### src/rtl/fpadd_pkg.sv
package fpadd_pkg;

    localparam int FPADD_LATENCY = 4;

    // How stage 3 combines the aligned magnitudes
    typedef enum logic [1:0] {
        MAG_SAME_SIGN  = 2'd0,
        MAG_BIG_WINS   = 2'd1,
        MAG_SMALL_WINS = 2'd2
    } mag_case_e;

endpackage

### src/rtl/fpadd_cmp_stage.sv
module fpadd_cmp_stage #(
    parameter int MANT_W = 16,
    parameter int EXP_W  = 8
) (
    input  logic              clk,
    input  logic              rst,
    input  logic              in_valid,
    input  logic              in_sub,
    input  logic              a_sign,
    input  logic [EXP_W-1:0]  a_exp,
    input  logic [MANT_W-1:0] a_mant,
    input  logic              b_sign,
    input  logic [EXP_W-1:0]  b_exp,
    input  logic [MANT_W-1:0] b_mant,
    output logic              s1_valid,
    output logic              s1_big_sign,
    output logic [EXP_W-1:0]  s1_big_exp,
    output logic [MANT_W-1:0] s1_big_mant,
    output logic              s1_sml_sign,
    output logic [MANT_W-1:0] s1_sml_mant,
    output logic [EXP_W-1:0]  s1_diff
);

    logic              b_eff_sign;
    logic              swap;
    logic [EXP_W-1:0]  diff_d;

    always_comb begin
        b_eff_sign = b_sign ^ in_sub;
        swap       = (b_exp > a_exp);
        diff_d     = swap ? (b_exp - a_exp) : (a_exp - b_exp);
    end

    always_ff @(posedge clk) begin
        if (rst) begin
            s1_valid <= 1'b0;
        end else begin
            s1_valid <= in_valid;
        end
    end

    always_ff @(posedge clk) begin
        s1_big_sign <= swap ? b_eff_sign : a_sign;
        s1_big_exp  <= swap ? b_exp      : a_exp;
        s1_big_mant <= swap ? b_mant     : a_mant;
        s1_sml_sign <= swap ? a_sign     : b_eff_sign;
        s1_sml_mant <= swap ? a_mant     : b_mant;
        s1_diff     <= diff_d;
    end

endmodule

### src/rtl/fpadd_align_stage.sv
module fpadd_align_stage #(
    parameter int MANT_W = 16,
    parameter int EXP_W  = 8
) (
    input  logic              clk,
    input  logic              rst,
    input  logic              s1_valid,
    input  logic              s1_big_sign,
    input  logic [EXP_W-1:0]  s1_big_exp,
    input  logic [MANT_W-1:0] s1_big_mant,
    input  logic              s1_sml_sign,
    input  logic [MANT_W-1:0] s1_sml_mant,
    input  logic [EXP_W-1:0]  s1_diff,
    output logic              s2_valid,
    output logic              s2_big_sign,
    output logic [EXP_W-1:0]  s2_exp,
    output logic [MANT_W-1:0] s2_big_mant,
    output logic              s2_sml_sign,
    output logic [MANT_W-1:0] s2_sml_mant
);

    localparam logic [EXP_W-1:0] SHIFT_LIMIT = EXP_W'(MANT_W);

    logic [MANT_W-1:0] aligned;

    always_comb begin
        if (s1_diff >= SHIFT_LIMIT) begin
            aligned = '0;
        end else begin
            aligned = s1_sml_mant >> s1_diff;
        end
    end

    always_ff @(posedge clk) begin
        if (rst) begin
            s2_valid <= 1'b0;
        end else begin
            s2_valid <= s1_valid;
        end
    end

    always_ff @(posedge clk) begin
        s2_big_sign <= s1_big_sign;
        s2_exp      <= s1_big_exp;
        s2_big_mant <= s1_big_mant;
        s2_sml_sign <= s1_sml_sign;
        s2_sml_mant <= aligned;
    end

endmodule

### src/rtl/fpadd_addsub_stage.sv
module fpadd_addsub_stage
    import fpadd_pkg::*;
#(
    parameter int MANT_W = 16,
    parameter int EXP_W  = 8
) (
    input  logic              clk,
    input  logic              rst,
    input  logic              s2_valid,
    input  logic              s2_big_sign,
    input  logic [EXP_W-1:0]  s2_exp,
    input  logic [MANT_W-1:0] s2_big_mant,
    input  logic              s2_sml_sign,
    input  logic [MANT_W-1:0] s2_sml_mant,
    output logic              s3_valid,
    output logic              s3_sign,
    output logic [EXP_W-1:0]  s3_exp,
    output logic [MANT_W:0]   s3_sum
);

    mag_case_e       mcase;
    logic [MANT_W:0] sum_d;
    logic            sign_d;

    always_comb begin
        if (s2_big_sign == s2_sml_sign) begin
            mcase = MAG_SAME_SIGN;
        end else if (s2_big_mant >= s2_sml_mant) begin
            mcase = MAG_BIG_WINS;
        end else begin
            mcase = MAG_SMALL_WINS;
        end
    end

    always_comb begin
        unique case (mcase)
            MAG_SAME_SIGN: begin
                sum_d  = {1'b0, s2_big_mant} + {1'b0, s2_sml_mant};
                sign_d = s2_big_sign;
            end
            MAG_BIG_WINS: begin
                sum_d  = {1'b0, s2_big_mant - s2_sml_mant};
                sign_d = s2_big_sign;
            end
            MAG_SMALL_WINS: begin
                sum_d  = {1'b0, s2_sml_mant - s2_big_mant};
                sign_d = s2_sml_sign;
            end
            default: begin
                sum_d  = '0;
                sign_d = 1'b0;
            end
        endcase
    end

    always_ff @(posedge clk) begin
        if (rst) begin
            s3_valid <= 1'b0;
        end else begin
            s3_valid <= s2_valid;
        end
    end

    always_ff @(posedge clk) begin
        s3_sign <= sign_d;
        s3_exp  <= s2_exp;
        s3_sum  <= sum_d;
    end

endmodule

### src/rtl/fpadd_norm_stage.sv
module fpadd_norm_stage #(
    parameter int MANT_W = 16,
    parameter int EXP_W  = 8
) (
    input  logic              clk,
    input  logic              rst,
    input  logic              s3_valid,
    input  logic              s3_sign,
    input  logic [EXP_W-1:0]  s3_exp,
    input  logic [MANT_W:0]   s3_sum,
    output logic              s4_valid,
    output logic              s4_sign,
    output logic [EXP_W-1:0]  s4_exp,
    output logic [MANT_W-1:0] s4_mant
);

    localparam int LZ_W = $clog2(MANT_W + 1);

    logic [LZ_W-1:0]   lead_zeros;
    logic              seen_one;
    logic              carry;
    logic              is_zero;
    logic              sign_d;
    logic [EXP_W-1:0]  exp_d;
    logic [MANT_W-1:0] mant_d;

    // Leading-zero count over the fraction bits
    always_comb begin
        lead_zeros = '0;
        seen_one   = 1'b0;
        for (int i = MANT_W - 1; i >= 0; i--) begin
            if (!seen_one) begin
                if (s3_sum[i]) begin
                    seen_one = 1'b1;
                end else begin
                    lead_zeros = lead_zeros + 1'b1;
                end
            end
        end
    end

    always_comb begin
        carry   = s3_sum[MANT_W];
        is_zero = (s3_sum == '0);
        if (carry) begin
            mant_d = s3_sum[MANT_W:1];
            exp_d  = s3_exp + 1'b1;
            sign_d = s3_sign;
        end else if (is_zero) begin
            mant_d = '0;
            exp_d  = '0;
            sign_d = 1'b0;
        end else begin
            mant_d = s3_sum[MANT_W-1:0] << lead_zeros;
            exp_d  = s3_exp - EXP_W'(lead_zeros);
            sign_d = s3_sign;
        end
    end

    always_ff @(posedge clk) begin
        if (rst) begin
            s4_valid <= 1'b0;
        end else begin
            s4_valid <= s3_valid;
        end
    end

    always_ff @(posedge clk) begin
        s4_sign <= sign_d;
        s4_exp  <= exp_d;
        s4_mant <= mant_d;
    end

endmodule

### src/rtl/fpadd_pipe4.sv
module fpadd_pipe4 #(
    parameter int MANT_W = 16,
    parameter int EXP_W  = 8
) (
    input  logic              clk,
    input  logic              rst,
    input  logic              in_valid,
    input  logic              in_sub,
    input  logic              in_a_sign,
    input  logic [EXP_W-1:0]  in_a_exp,
    input  logic [MANT_W-1:0] in_a_mant,
    input  logic              in_b_sign,
    input  logic [EXP_W-1:0]  in_b_exp,
    input  logic [MANT_W-1:0] in_b_mant,
    output logic              out_valid,
    output logic              out_sign,
    output logic [EXP_W-1:0]  out_exp,
    output logic [MANT_W-1:0] out_mant
);

    logic              s1_valid, s1_big_sign, s1_sml_sign;
    logic [EXP_W-1:0]  s1_big_exp, s1_diff;
    logic [MANT_W-1:0] s1_big_mant, s1_sml_mant;

    logic              s2_valid, s2_big_sign, s2_sml_sign;
    logic [EXP_W-1:0]  s2_exp;
    logic [MANT_W-1:0] s2_big_mant, s2_sml_mant;

    logic              s3_valid, s3_sign;
    logic [EXP_W-1:0]  s3_exp;
    logic [MANT_W:0]   s3_sum;

    fpadd_cmp_stage #(.MANT_W(MANT_W), .EXP_W(EXP_W)) cmp_i (
        .clk        (clk),
        .rst        (rst),
        .in_valid   (in_valid),
        .in_sub     (in_sub),
        .a_sign     (in_a_sign),
        .a_exp      (in_a_exp),
        .a_mant     (in_a_mant),
        .b_sign     (in_b_sign),
        .b_exp      (in_b_exp),
        .b_mant     (in_b_mant),
        .s1_valid   (s1_valid),
        .s1_big_sign(s1_big_sign),
        .s1_big_exp (s1_big_exp),
        .s1_big_mant(s1_big_mant),
        .s1_sml_sign(s1_sml_sign),
        .s1_sml_mant(s1_sml_mant),
        .s1_diff    (s1_diff)
    );

    fpadd_align_stage #(.MANT_W(MANT_W), .EXP_W(EXP_W)) align_i (
        .clk        (clk),
        .rst        (rst),
        .s1_valid   (s1_valid),
        .s1_big_sign(s1_big_sign),
        .s1_big_exp (s1_big_exp),
        .s1_big_mant(s1_big_mant),
        .s1_sml_sign(s1_sml_sign),
        .s1_sml_mant(s1_sml_mant),
        .s1_diff    (s1_diff),
        .s2_valid   (s2_valid),
        .s2_big_sign(s2_big_sign),
        .s2_exp     (s2_exp),
        .s2_big_mant(s2_big_mant),
        .s2_sml_sign(s2_sml_sign),
        .s2_sml_mant(s2_sml_mant)
    );

    fpadd_addsub_stage #(.MANT_W(MANT_W), .EXP_W(EXP_W)) addsub_i (
        .clk        (clk),
        .rst        (rst),
        .s2_valid   (s2_valid),
        .s2_big_sign(s2_big_sign),
        .s2_exp     (s2_exp),
        .s2_big_mant(s2_big_mant),
        .s2_sml_sign(s2_sml_sign),
        .s2_sml_mant(s2_sml_mant),
        .s3_valid   (s3_valid),
        .s3_sign    (s3_sign),
        .s3_exp     (s3_exp),
        .s3_sum     (s3_sum)
    );

    fpadd_norm_stage #(.MANT_W(MANT_W), .EXP_W(EXP_W)) norm_i (
        .clk     (clk),
        .rst     (rst),
        .s3_valid(s3_valid),
        .s3_sign (s3_sign),
        .s3_exp  (s3_exp),
        .s3_sum  (s3_sum),
        .s4_valid(out_valid),
        .s4_sign (out_sign),
        .s4_exp  (out_exp),
        .s4_mant (out_mant)
    );

endmodule

### config.mk
export PLATFORM = sky130hd
export DESIGN_NAME = fpadd_pipe4
export DESIGN_NICKNAME = d
export VERILOG_FILES = /design/src/rtl/fpadd_pkg.sv /design/src/rtl/fpadd_cmp_stage.sv /design/src/rtl/fpadd_align_stage.sv /design/src/rtl/fpadd_addsub_stage.sv /design/src/rtl/fpadd_norm_stage.sv /design/src/rtl/fpadd_pipe4.sv
export SDC_FILE = /design/constraint.sdc
export NUM_CORES = 1
export LEC_CHECK = 0
export BUFFER_PORTS_ARGS = -buffer_cell sky130_fd_sc_hd__buf_2
export CELL_PAD_IN_SITES_DETAIL_PLACEMENT = 1
export CELL_PAD_IN_SITES_GLOBAL_PLACEMENT = 2
export CORE_ASPECT_RATIO = 1.1
export CORE_MARGIN = 1
export CORE_UTILIZATION = 40
export CTS_CLUSTER_DIAMETER = 100
export CTS_CLUSTER_SIZE = 16
export DETAILED_ROUTE_END_ITERATION = 7
export MAX_ROUTING_LAYER = met4
export PLACE_DENSITY_LB_ADDON = 0.2
export SYNTH_ARGS = -nofsm -noshare
export SYNTH_HDL_FRONTEND = slang
export SYNTH_SLANG_ARGS = --single-unit
### constraint.sdc
create_clock -name clk -period 25.3 [get_ports clk]
set_input_delay 5.06 -clock clk [delete_from_list [all_inputs] [get_ports clk]]
set_output_delay 5.06 -clock clk [all_outputs]
set_load 0.02 [all_outputs]
# Word level (Yosys, flattened, before mapping)

Cells that the tools add are included.
W data, S select, Z words.

$add $sub $neg: 22
$lt $le $gt $ge: 3
Shift operators: 2
Mux-type cells: 76
Bitwise operators: 1
Eq/ne operators: 3
Reduce and logical (&&, ||, !) cells: 3

Operators with widths:

| cell                  | number |
|---|---|
| $mux W5               | 30 |
| $add A5 B1 Y5 const B | 14 |
| $pmux W17 S3          | 1 |
| $mux W16              | 3 |
| $mux W1               | 34 |
| $mux W8               | 4 |
| $sub A16 B16 Y16      | 2 |
| $add A16 B16 Y17      | 1 |
| $logic_not A17 Y1     | 1 |
| $ge A16 B16 Y1        | 1 |
| $shl A16 B5 Y16       | 1 |
| $shr A16 B8 Y16       | 1 |
| $sub A8 B8 Y8         | 2 |
| $mux W15              | 1 |
| $add A8 B1 Y8 const B | 1 |
| $ge A8 B5 Y1 const B  | 1 |
| $gt A8 B8 Y1          | 1 |
| $sub A8 B5 Y8         | 1 |
| $mux W2               | 2 |
| $add A1 B1 Y2 const B | 1 |
| $eq A2 B1 Y1 const B  | 1 |
| $eq A2 B2 Y1 const B  | 1 |
| $logic_not A2 Y1      | 1 |
| $pmux W1 S2           | 1 |
| other kinds (3)       | 3 |

Word-level logic and storage cells: 132
Input bits: 54
Register bits: 147
Output and inout bits: 26

# Logic depth before layout (Yosys ltp)

Depth after elaboration: 49
Depth in mapped cells: 57
Depth with buffers taken out: 55

# By module

From an unflattened synthesis, not the netlist that was laid out.

Cells, all modules: 1,172
Area total of the unflattened synthesis: 10,501.3 um^2

Modules (own cells, without submodules):

| module             | cells an instance | instances | sequential area each (um^2) | area each (um^2) |
|---|---|---|---|---|
| fpadd_norm_stage   | 454               | 1         | 520.5                       | 3,525.9 |
| fpadd_addsub_stage | 391               | 1         | 540.5                       | 3,116.7 |
| fpadd_cmp_stage    | 196               | 1         | 1,021.0                     | 2,229.6 |
| fpadd_align_stage  | 131               | 1         | 860.8                       | 1,629.1 |

# Worst setup path after synthesis

Ideal clock, no wire load.

Kind: flip-flop to flip-flop
Start: register addsub_i.s3_sum[15]
End: register norm_i.s4_exp[7]
Path buffers: 2
Path slack: 15,063 ps
Data arrival time: 10,099 ps
Library setup time: 138 ps
Data required time: 25,162 ps
Clock period less this slack: 10,237 ps
Stages on the path, launching flop included: 58
Cells stage by stage: dfxtp_1 or2_2 clkbuf_1 inv_1 ha_1 inv_1 a21oi_1 ha_1 mux2i_1 a21oi_1 ha_1 mux2_2 ha_1 o21ai_0 a221oi_1 ha_1 mux2_2 o21ai_0 (+22 left out) nand2b_1 a31oi_1 ha_1 nand2_1 nor2_1 nand2_1 mux2i_1 nor4_1 mux2_2 and3_1 nor4_4 buf_6 inv_2 ha_1 a21o_1 nor3_1 xnor2_1 o22ai_1

Longest elaborated chain between the ends: 49
Elaborated cells between the ends (all ways): 65
Classes of those cells: add/sub: 16; mux: 48; reduce/logical: 1

RTL lines:

| what                     | line                     | text |
|---|---|---|
| start: declaration       | fpadd_addsub_stage.sv:18 | `output logic [MANT_W:0] s3_sum` |
| start signal: assignment | fpadd_addsub_stage.sv:67 | `s3_sum <= sum_d;` |
| $mux W1                  | fpadd_norm_stage.sv:33   | `if (s3_sum[i]) begin` |
| $add A1 B1 Y2            | fpadd_norm_stage.sv:36   | `lead_zeros = lead_zeros + 1'b1;` |
| $mux W5                  | fpadd_norm_stage.sv:33   |  |
| $mux W5                  | fpadd_norm_stage.sv:32   | `if (!seen_one) begin` |
| $add A5 B1 Y5            | fpadd_norm_stage.sv:36   |  |
| $mux W5                  | fpadd_norm_stage.sv:33   |  |
| $mux W5                  | fpadd_norm_stage.sv:32   |  |
| $add A5 B1 Y5            | fpadd_norm_stage.sv:36   |  |
| (+34 left out)           | -                        |  |
| $mux W5                  | fpadd_norm_stage.sv:32   |  |
| $add A5 B1 Y5            | fpadd_norm_stage.sv:36   |  |
| $mux W5                  | fpadd_norm_stage.sv:33   |  |
| $mux W5                  | fpadd_norm_stage.sv:32   |  |
| $sub A8 B5 Y8            | fpadd_norm_stage.sv:55   | `exp_d = s3_exp - EXP_W'(lead_zeros);` |
| $mux W8 (*)              | fpadd_norm_stage.sv:49   | `end else if (is_zero) begin` |
| $mux W8 (*)              | fpadd_norm_stage.sv:45   | `if (carry) begin` |
| net norm_i.exp_d[7]      | fpadd_norm_stage.sv:24   | `logic [EXP_W-1:0] exp_d;` |
| end signal: assignment   | fpadd_norm_stage.sv:70   | `s4_exp <= exp_d;` |
| end: declaration         | fpadd_norm_stage.sv:13   | `output logic [EXP_W-1:0] s4_exp,` |

Mark *: on every way through the listed nets, which the timed path passes. The rest lies on a longest branch.
A chain may end at the register's enable or synchronous reset.

# Final worst setup path

Same ends and word-level chain as after synthesis.

==> results.toml <==
[setup_path]
crit_start = "addsub_i.s3_sum[15]"
critical_path.max_stage_delay_ns = 0.68
reg2reg_slack_ns = 13.98
required_ns = 25.58
path_max_fanout = 17
end_kind = "flop"
rr_worst_depth = 53
slowest_stage = "xnor2_1"
critical_path_arrival_ns = 11.59
critPathKind = "flop to flop"
cp-start-kind = "flop"
crit_top_cell = "ha_1"
timing.rr.end = "norm_i.s4_exp[7]"
r2r-start = "addsub_i.s3_sum[15]"

[layout]
nFillCells = 2850
finalNetCount = 1337
multi_input_area_um2 = 6160
ff_latch_area_um2 = 2940
antenna_cells = 0
finalNonFillerCells = 1514
area_delta_synth_final_pct = 12.5
drive_gt1_share_pct = 16.1

[floorplan]
die_area_um2 = 24900
die_w_um = 150
die_h_um = 165
rows = 59
start_util_pct = 40.9
core_area_um2 = 23700
ios = 80

[hold_path]
holdCritPathClass = "flop to flop"
holdCritStartpoint = "align_i.s2_exp[2]"
whs_path_depth = 0
min_to = "addsub_i.s3_exp[2]"

[yosys]
ys_ff_latch = 147
synth.most_common_cell = "dfxtp_1"
seq_area_frac_synth_pct = 30.3
syn-num-nets = 1284
synth_common_cells = "dfxtp_1, inv_1, nand2_1"
synthFlopType = "dfxtp_1"
netlist_area_um2 = 9700
yosysWarnings = 0
postSynthCellCount = 1143
synth.area.top_cells = "dfxtp_1, ha_1, mux2i_1, mux2_2, inv_1"
yosysTopAreaCell = "dfxtp_1"
synth_top_area_share_pct = 30.3
ys_types = 83
synth_area_per_cell_um2 = 8.49
synth-edff-count = 0
synth-async-reset-ratio_pct = 0

[sta]
setup_violations = 0
relSlewSlack_pct = 41.6
skew_ns = 0.0106
fin_crit_ns = 11.32
max_clock_freq_mhz = 88.4
rsz0062_at_grt = "no"
hold_viol_final = 0
tightest_slew_ns = 0.870
finalCritPeriodShare_pct = 44.7
slew_violations = 0
tns_ns = 0

[global_routing]
grt_util_met1_pct = 24.8
grt_max_degree = 61
grt_overflow = 0
grt_use_total_pct = 22.0
antenna_found_initial = 0
grtUsageMet3_pct = 2.69
grt_pass1_wl_um = 41900
busiest_layer = "met2"
use_met2_pct = 40.1
grt_pass1_vias = 8524

[power]
irDropWorstVdd_uv = 46.0
finalPower_mw = 1.02
power_leakage_nw = 4.78
powerDensity_nw_per_um2 = 93.4

[clocking]
post_cts_buffers = 0
htreeDepth = 4
insertion_delay_ns = 0.43
path_clk_slew_ns = 0.07
cts_tree = "built"
cts_hold_buf = 0
cts_inserted_buffers = 17
clk_path_buf_depth = 2
cts_sinks = 147
cts_resized = 0
cts_root_buf = "clkbuf_16"

[drt]
vias_per_cell = 5.45
wl_per_cell_um = 16.9
vias = 8255
wl_um = 25600
drtIter0Drc = 261
antenna_left = 0
remaining_drc_errors = 0
dr.pass1.iters = 4

[run_status]
status = "completed"

[placed_design]
place_congestion = 0.857
dp.cells = 1482
portBuffers = 79
dp_hpwl_um = 20200

[flow_run]
max_cap_viol_count = 0
cells in the final DEF (no fill, tap or decap), types with 22 or more instances in the layout:
master   synthesis  layout
ha_1            81      81
xnor2_1         30      30
inv_1           98      98
mux2i_1         62      62
a21oi_1         66      66
dfxtp_1        147     147
buf_2            4      79
nor2_1          71      71
o21ai_0         46      46
nand2_1         91      91
nor3_1          27      27
mux2_2          47      47
nand3_1         22      22
worst max path at each step:
| stage | endpoint | cells past startpoint |
|---|---|---|
| 2_1_floorplan | norm_i.s4_exp[7] | 57 |
| 3_3_place_gp | norm_i.s4_exp[7] | 53 |
| 3_5_place_dp | norm_i.s4_exp[7] | 53 |
| 4_1_cts | norm_i.s4_exp[7] | 53 |
| 5_1_grt | norm_i.s4_exp[7] | 52 |
| 6_report | norm_i.s4_exp[7] | 53 |
flip-flops by register name, indices dropped and copies added (netlist names):
name                 flops
align_i.s2_big_sign      1
cmp_i.s1_valid           1
cmp_i.s1_big_sign        1
norm_i.s4_exp            8
norm_i.s4_sign           1
cmp_i.s1_sml_mant       16
cmp_i.s1_sml_sign        1
addsub_i.s3_sum         17
cmp_i.s1_diff            8
align_i.s2_big_mant     16
norm_i.s4_valid          1
addsub_i.s3_exp          8
addsub_i.s3_valid        1
align_i.s2_valid         1
align_i.s2_sml_sign      1
align_i.s2_exp           8
cmp_i.s1_big_mant       16
cmp_i.s1_big_exp         8
norm_i.s4_mant          16
align_i.s2_sml_mant     16
addsub_i.s3_sign         1
cells by family (layout without fill, tap and decap cells):
family	Yosys count	count (layout)	synth area share, %
adder cells (fa/ha/maj)	88	88	11.8
XOR/XNOR	48	48	4.61
buffers and inverters	157	223	6.20
multiplexers	109	109	11.9
AND/OR/NAND/NOR	323	323	17.0
AO/OA/AOI/OAI	271	271	18.2
flip-flops	147	147	30.3
power breakdown:
group	internal [mW]	total, mW	switching (mW)	leakage (nW)
Combinational	0.178	0.433	0.255	3.27
Sequential	0.284	0.343	0.0594	1.23
Clock	0.133	0.243	0.110	0.279
Total	0.595	1.02	0.424	4.78
per-stage QoR:
stage	setup slack [ns]	util (%)	hold slack, ns	area [um2]
global placement	14.40	43.6	0.311	10300
floorplan	15.06	-	0.310	9700
detailed placement	13.94	43.6	0.313	10300
finish	13.98	46.0	0.326	10900
CTS	13.90	46.0	0.325	10900
global route	12.90	46.0	0.329	10900
metal layers:
metal | up-vias | wire (um)
met5 | - | 0
met4 | 0 | 549
met3 | 38 | 561
met2 | 112 | 13200
met1 | 3961 | 11300
li1 | 4144 | -
worst max-delay path, delay by kind of cell, from the launching register on:
kind / cells / cell delay (ns)
AO/OA/AOI/OAI: 15 / 2.58
XOR/XNOR: 3 / 1.01
adder cells (fa/ha/maj): 14 / 4.26
buffers and inverters: 4 / 0.52
flip-flops: 1 / 0.46
multiplexers: 6 / 1.09
AND/OR/NAND/NOR: 11 / 1.26
cell type report:
| class | instances | share of cell area [%] |
|---|---|---|
| Clock buffer | 18 | 4.03 |
| Clock inverter | 14 | 1.23 |
| Inverter | 102 | 3.51 |
| Multi-Input combinational cell | 839 | 56.5 |
| Sequential cell | 147 | 27.0 |
| Tap cell | 305 | 3.50 |
| Timing Repair Buffer | 89 | 4.31 |
Note: power is estimated with default switching activity, not from simulation.
